## config.mk

```make
export PLATFORM = sky130hd
export DESIGN_NAME = ext_trig_timer
export DESIGN_NICKNAME = d
export VERILOG_FILES = /design/src/rtl/ett_pkg.sv /design/src/rtl/ett_pin_filter.sv /design/src/rtl/ett_tick_gen.sv /design/src/rtl/ett_count_core.sv /design/src/rtl/ext_trig_timer.sv
export SDC_FILE = /design/constraint.sdc
export NUM_CORES = 1
export LEC_CHECK = 0
export CORE_MARGIN = 5
export CORE_UTILIZATION = 59
export CTS_CLUSTER_SIZE = 8
export DETAILED_ROUTE_END_ITERATION = 8
export GPL_ROUTABILITY_DRIVEN = 0
export PLACE_DENSITY = 0.89
export RECOVER_POWER = 50
export SLEW_MARGIN = 10
export SYNTH_ARGS = -nofsm -noshare
export SYNTH_HDL_FRONTEND = slang
export SYNTH_SLANG_ARGS = --single-unit
export TNS_END_PERCENT = 1
```

## constraint.sdc

```tcl
create_clock -name clk -period 3.95 [get_ports clk]
set_clock_uncertainty 0.2 [all_clocks]
set_input_delay 1.185 -clock clk [delete_from_list [all_inputs] [get_ports clk]]
set_output_delay 1.185 -clock clk [all_outputs]
set_load 0.01 [all_outputs]
```

## src/rtl/ett_pkg.sv

```systemverilog
package ett_pkg;

  // Divisor exponent grows by this step per select code above zero
  localparam int unsigned PSC_STEP = 4;

  typedef enum logic {
    ST_IDLE = 1'b0,
    ST_RUN  = 1'b1
  } ett_state_e;

  // Power-of-two exponent of the tick divisor for a select code
  function automatic int unsigned psc_shift(input int unsigned sel);
    if (sel == 0) return 0;
    return PSC_STEP * sel - 1;
  endfunction

  // Largest exponent reachable with a select field of the given width
  function automatic int unsigned psc_max_shift(input int unsigned sel_w);
    return psc_shift((1 << sel_w) - 1);
  endfunction

endpackage

```

## src/rtl/ett_pin_filter.sv

```systemverilog
module ett_pin_filter #(
  parameter int unsigned SYNC_STAGES = 2,
  parameter int unsigned FILT_LEN    = 8
) (
  input  logic clk,
  input  logic rst_n,
  input  logic pin_i,
  input  logic bypass_i,
  output logic level_o,
  output logic rise_o,
  output logic fall_o
);
  localparam int unsigned CW = $clog2(FILT_LEN + 1);
  localparam logic [CW-1:0] LAST = CW'(FILT_LEN - 1);

  logic [SYNC_STAGES-1:0] sync_q;
  logic [CW-1:0]          stab_q;
  logic                   lvl_q;
  logic                   rise_q;
  logic                   fall_q;
  logic                   synced;
  logic                   differs;

  genvar gi;
  generate
    for (gi = 0; gi < SYNC_STAGES; gi++) begin : g_sync
      if (gi == 0) begin : g_first
        always_ff @(posedge clk or negedge rst_n) begin
          if (!rst_n) sync_q[gi] <= 1'b0;
          else        sync_q[gi] <= pin_i;
        end
      end else begin : g_rest
        always_ff @(posedge clk or negedge rst_n) begin
          if (!rst_n) sync_q[gi] <= 1'b0;
          else        sync_q[gi] <= sync_q[gi-1];
        end
      end
    end
  endgenerate

  assign synced  = sync_q[SYNC_STAGES-1];
  assign differs = synced != lvl_q;

  always_ff @(posedge clk or negedge rst_n) begin
    if (!rst_n) begin
      stab_q <= '0;
      lvl_q  <= 1'b0;
      rise_q <= 1'b0;
      fall_q <= 1'b0;
    end else begin
      rise_q <= 1'b0;
      fall_q <= 1'b0;
      if (bypass_i) begin
        stab_q <= '0;
        if (differs) begin
          lvl_q  <= synced;
          rise_q <= synced;
          fall_q <= !synced;
        end
      end else if (differs) begin
        if (stab_q == LAST) begin
          stab_q <= '0;
          lvl_q  <= synced;
          rise_q <= synced;
          fall_q <= !synced;
        end else begin
          stab_q <= stab_q + 1'b1;
        end
      end else begin
        stab_q <= '0;
      end
    end
  end

  assign level_o = lvl_q;
  assign rise_o  = rise_q;
  assign fall_o  = fall_q;
endmodule

```

## src/rtl/ett_tick_gen.sv

```systemverilog
module ett_tick_gen
  import ett_pkg::*;
#(
  parameter int unsigned SEL_W = 2,
  parameter int unsigned PSC_W = psc_max_shift(SEL_W)
) (
  input  logic             clk,
  input  logic             rst_n,
  input  logic             active_i,
  input  logic [SEL_W-1:0] sel_i,
  output logic             tick_o
);
  logic [PSC_W-1:0] div_q;
  logic [PSC_W-1:0] mask;
  int unsigned      shift;

  always_comb begin
    shift = psc_shift(int'(sel_i));
    for (int b = 0; b < PSC_W; b++) mask[b] = (b < shift);
  end

  assign tick_o = active_i && ((div_q & mask) == mask);

  always_ff @(posedge clk or negedge rst_n) begin
    if (!rst_n)         div_q <= '0;
    else if (!active_i) div_q <= '0;
    else                div_q <= div_q + 1'b1;
  end
endmodule

```

## src/rtl/ett_count_core.sv

```systemverilog
module ett_count_core
  import ett_pkg::*;
#(
  parameter int unsigned CNT_W = 16
) (
  input  logic             clk,
  input  logic             rst_n,
  input  logic             run_en_i,
  input  logic             trig_fall_i,
  input  logic             abort_mode_i,
  input  logic             rise_i,
  input  logic             fall_i,
  input  logic             tick_i,
  input  logic [CNT_W-1:0] cmp_i,
  output logic             running_o,
  output logic [CNT_W-1:0] count_o,
  output logic             irq_o,
  output logic             trig_evt_o,
  output logic             opp_evt_o,
  output logic             match_o
);
  ett_state_e       state_q;
  logic [CNT_W-1:0] count_q;
  logic             irq_q;

  function automatic logic hits(input logic [CNT_W-1:0] c, input logic [CNT_W-1:0] ref_v);
    return c == ref_v;
  endfunction

  assign trig_evt_o = run_en_i && (trig_fall_i ? fall_i : rise_i);
  assign opp_evt_o  = run_en_i && (trig_fall_i ? rise_i : fall_i);
  assign running_o  = state_q == ST_RUN;
  assign match_o    = hits(count_q, cmp_i);

  always_ff @(posedge clk or negedge rst_n) begin
    if (!rst_n) begin
      state_q <= ST_IDLE;
      count_q <= '0;
      irq_q   <= 1'b0;
    end else begin
      irq_q <= 1'b0;
      if (!run_en_i) begin
        state_q <= ST_IDLE;
        count_q <= '0;
      end else if (state_q == ST_IDLE) begin
        count_q <= '0;
        if (trig_evt_o) state_q <= ST_RUN;
      end else if (tick_i && match_o) begin
        state_q <= ST_IDLE;
        count_q <= '0;
        irq_q   <= 1'b1;
      end else if (abort_mode_i && opp_evt_o) begin
        state_q <= ST_IDLE;
        count_q <= '0;
      end else if (tick_i) begin
        count_q <= count_q + 1'b1;
      end
    end
  end

  assign count_o = count_q;
  assign irq_o   = irq_q;
endmodule

```

## src/rtl/ext_trig_timer.sv

```systemverilog
module ext_trig_timer
  import ett_pkg::*;
#(
  parameter int unsigned CNT_W       = 16,
  parameter int unsigned SEL_W       = 2,
  parameter int unsigned FILT_LEN    = 8,
  parameter int unsigned SYNC_STAGES = 2
) (
  input  logic             clk,
  input  logic             rst_n,
  input  logic             pin_i,
  input  logic             lp_bypass_i,
  input  logic             run_en_i,
  input  logic             trig_fall_i,
  input  logic             abort_mode_i,
  input  logic [SEL_W-1:0] psc_sel_i,
  input  logic [CNT_W-1:0] cmp_i,
  output logic             irq_o
);
  localparam int unsigned PSC_W = psc_max_shift(SEL_W);

  logic             pin_level;
  logic             pin_rise;
  logic             pin_fall;
  logic             tick;
  logic             running;
  logic [CNT_W-1:0] count;
  logic             trig_evt;
  logic             opp_evt;
  logic             match;

  ett_pin_filter #(
    .SYNC_STAGES(SYNC_STAGES),
    .FILT_LEN   (FILT_LEN)
  ) u_filter (
    .clk     (clk),
    .rst_n   (rst_n),
    .pin_i   (pin_i),
    .bypass_i(lp_bypass_i),
    .level_o (pin_level),
    .rise_o  (pin_rise),
    .fall_o  (pin_fall)
  );

  ett_tick_gen #(
    .SEL_W(SEL_W),
    .PSC_W(PSC_W)
  ) u_tick (
    .clk     (clk),
    .rst_n   (rst_n),
    .active_i(running),
    .sel_i   (psc_sel_i),
    .tick_o  (tick)
  );

  ett_count_core #(
    .CNT_W(CNT_W)
  ) u_core (
    .clk         (clk),
    .rst_n       (rst_n),
    .run_en_i    (run_en_i),
    .trig_fall_i (trig_fall_i),
    .abort_mode_i(abort_mode_i),
    .rise_i      (pin_rise),
    .fall_i      (pin_fall),
    .tick_i      (tick),
    .cmp_i       (cmp_i),
    .running_o   (running),
    .count_o     (count),
    .irq_o       (irq_o),
    .trig_evt_o  (trig_evt),
    .opp_evt_o   (opp_evt),
    .match_o     (match)
  );
endmodule

```

==> results.json <==
{
  "crit_path_start_kind": "input port",
  "p_per_area_nw_per_um2": 285,
  "synth_cell_types": 36,
  "p_int_uw": 516,
  "clock_latency_ns": 0.34,
  "worst_setup_path_end_kind": "register",
  "cts-hold-fix-buffers": 0,
  "wl_per_cell_um": 14.6,
  "fmax_mhz": 336,
  "worst_slew_pin_slew_ns": 0.468,
  "postCtsSetupBuffers": 0,
  "cts_buffer_depth": 2,
  "seqPwrFrac_pct": 59.5,
  "status": "completed",
  "numCtsBuffers": 5,
  "die_x_um": 68.6,
  "fin_nets": 252,
  "setup_violations": 0,
  "root_buffer": "clkbuf_4",
  "ys_ff_latch": 38,
  "synthesis.area_um2": 2020,
  "area_growth_pct": 17.0,
  "crit_arrival_ns": 2.99,
  "hpwl_mm": 2.94,
  "antenna_left": 0,
  "dp_cells": 263,
  "regArea_um2": 951,
  "utilization_pct": 70.9,
  "antenna_found_initial": 0,
  "firstDrtPassIters": 4,
  "grt_max_degree": 39,
  "grt_pass1_wl_mm": 6.76,
  "grt_pass1_vias": 1503,
  "rows": 21,
  "drc": 0,
  "ios": 26,
  "cts.clk_slew.worst_paths_ns": 0.12,
  "ys_seq_area_share_pct": 47.0,
  "min_period_ns": 2.98,
  "setup_ws_ns": 0.974,
  "cts_resized": 0,
  "clkPwrFrac_pct": 31.1,
  "drtIter0Drc": 87,
  "portBuffers": 25,
  "critPathMaxStageDelay_ns": 0.50,
  "period_share_pct": 75.3,
  "die_area_um2": 4700,
  "diodes": 0,
  "coreArea_um2": 3340,
  "fin_cells": 271,
  "drive_gt1_share_pct": 9.33,
  "initial_utilization_pct": 60.6,
  "finalSetupTns_ns": 0,
  "vias_per_cell": 5.53,
  "multi_input_area_um2": 1030,
  "final.fill_count": 266,
  "p_sw_share_pct": 23.6,
  "cp_max_fo": 17,
  "synth_nets": 222,
  "overflow": 0,
  "pwr-share-comb_pct": 9.4,
  "hold_class": "reg -> reg",
  "htreeDepth": 2,
  "crit_family": "compound AO/OA/AOI/OAI gates",
  "cts_sinks": 38,
  "p_leak_uw": 0.00104,
  "ir_drop_mv": 0.238,
  "critPathSlowestCell": "clkdlybuf4s50_1",
  "drv_slew": 0,
  "cap_violations": 0,
  "rsz0062_at_grt": "no",
  "slew_headroom_pct": 68.8,
  "yosysWarnings": 0,
  "cts_tree": "yes",
  "pre_cts_ws_ns": 0.608,
  "hold_viol": 0,
  "wl_mm": 3.95,
  "synthCells": 194,
  "crit_chain": "clkdlybuf4s50_1 > nand2_1 > a2bb2oi_4 > nand3_2 > o21ai_4 > o31ai_1",
  "cp.required_ns": 3.97,
  "worst-setup-path-type": "in -> reg",
  "netSwitchingPower_uw": 159,
  "track_usage_pct": 19.5,
  "vias": 1499,
  "syn_avg_cell_area_um2": 10.4,
  "dieHeight_um": 68.6,
  "critPathBufInv": 1
}
-- state kept, by name, indices dropped and copies added, names as in the netlist --
register and count:
u_filter.fall_o 1, u_tick.div_q 11, u_filter.sync_q 1, u_core.running_o 1, u_filter.synced 1, u_filter.rise_o 1, u_filter.level_o 1, u_core.count_o 16
u_core.irq_o 1, u_filter.stab_q 4
-- power by group through the flow --
stage	Sequential [uW]	Combinational, uW	Clock [uW]
after floorplan	406	28.2	0
after global placement	409	63.1	0
after detailed placement	409	64.9	0
after CTS	402	65.1	216
after global routing	403	70.2	237
final	401	63.6	210
-- cell type report --
class                      instances  area share, %
multi-input combinational        150           43.5
sequential                        38           40.2
timing repair buffer              26           10.9
tap                               46           2.43
clock buffer                       7           2.33
inverter                           3          0.476
clock inverter                     1          0.211
-- cell usage after synthesis --
| master | n | area, um2 |
|---|---|---|
| dfrtp_1 | 38 | 951 |
| xor2_1 | 31 | 272 |
| nor2_1 | 21 | 78.8 |
| nand3_1 | 12 | 60.1 |
| nand4_1 | 10 | 62.6 |
| nand2_1 | 9 | 33.8 |
| and2_1 | 8 | 50.1 |
| nor3_1 | 6 | 30.0 |
| xnor2_1 | 6 | 52.6 |
| a21oi_1 | 4 | 20.0 |
| nor4_1 | 4 | 25.0 |
| ha_1 | 3 | 37.5 |
| inv_1 | 3 | 11.3 |
| o21ai_0 | 3 | 15.0 |
| o31ai_1 | 3 | 22.5 |
| or3_1 | 3 | 18.8 |
| a21o_1 | 2 | 15.0 |
| a21oi_2 | 2 | 17.5 |
| and3_1 | 2 | 12.5 |
| and4_1 | 2 | 17.5 |
| and4_4 | 2 | 22.5 |
| buf_6 | 2 | 22.5 |
| mux2_2 | 2 | 22.5 |
| nand2b_1 | 2 | 12.5 |
| nand3_2 | 2 | 20.0 |
| nor2b_1 | 2 | 12.5 |
| a21boi_0 | 1 | 7.51 |
| a2bb2oi_4 | 1 | 26.3 |
| and3_2 | 1 | 7.51 |
| clkbuf_1 | 1 | 3.75 |
| mux2i_1 | 1 | 10.0 |
| nand2_2 | 1 | 6.26 |
| nand4_2 | 1 | 12.5 |
| o21ai_4 | 1 | 16.3 |
| o2bb2ai_1 | 1 | 8.76 |
| or2_4 | 1 | 8.76 |
-- through the flow --
| step | cell area, um2 | total power, uW | hold slack, ns |
|---|---|---|---|
| 4_1_cts | 2370 | 683 | 0.166 |
| 3_5_place_dp | 2310 | 474 | 0.140 |
| 2_1_floorplan | 2020 | 435 | 0.131 |
| 3_3_place_gp | 2310 | 472 | 0.135 |
| 5_1_grt | 2370 | 710 | 0.193 |
| 6_report | 2370 | 675 | 0.167 |
-- final timing paths --
check,start,to,slack [ns],cells past startpoint
max in group asynchronous,rst_n,u_tick.div_q[6],2.10,2
setup reg to reg,u_core.count_o[11],u_core.running_o,1.80,5
min in group asynchronous,rst_n,u_core.count_o[2],1.12,2
hold reg to reg,u_filter.sync_q[0],u_filter.synced,0.17,0
hold / removal,u_filter.sync_q[0],u_filter.synced,0.17,0
setup / recovery,psc_sel_i[1],u_core.running_o,0.97,6
-- per-layer routing --
layer | vias to the layer above | GRT usage, % | part of all wire, %
met5 | - | 0 | 0
met4 | 0 | 5.46 | 0.91
met3 | 4 | 5.19 | 5.0
met2 | 44 | 31.8 | 49
met1 | 715 | 25.7 | 45
li1 | 736 | - | -
-- worst register-to-register path, delay by kind of cell, from the launching register on --
| kind | cells | cell delay (ns) |
|---|---|---|
| XOR/XNOR | 1 | 0.19 |
| flip-flops | 1 | 0.49 |
| AND/OR/NAND/NOR | 2 | 0.56 |
| AO/OA/AOI/OAI | 2 | 0.60 |
-- kinds of logic (layout without fill, tap and decap cells) --
group | count (synthesis) | in the layout | synth area share (%)
compound gates | 18 | 18 | 7.36
xor+xnor | 37 | 37 | 16.0
fa+ha+maj | 3 | 3 | 1.86
buf+inv | 6 | 37 | 1.85
flops | 38 | 38 | 47.0
mux | 3 | 3 | 1.61
simple gates | 89 | 89 | 24.3
-- layout by cell type (no fill, tap or decap), types with 3 or more instances in the layout --
master	count
nor4_1	4
ha_1	3
nand4_1	10
nor3_1	6
and2_0	5
o21ai_0	3
o31ai_1	3
nand2_1	9
xor2_1	31
a21oi_1	4
inv_1	3
or3_1	3
clkbuf_4	5
clkdlybuf4s50_1	22
xnor2_1	6
nand3_1	13
and2_1	3
dlygate4sd3_1	3
nor2_1	21
dfrtp_1	38
Power figures use the tool's default switching activity.
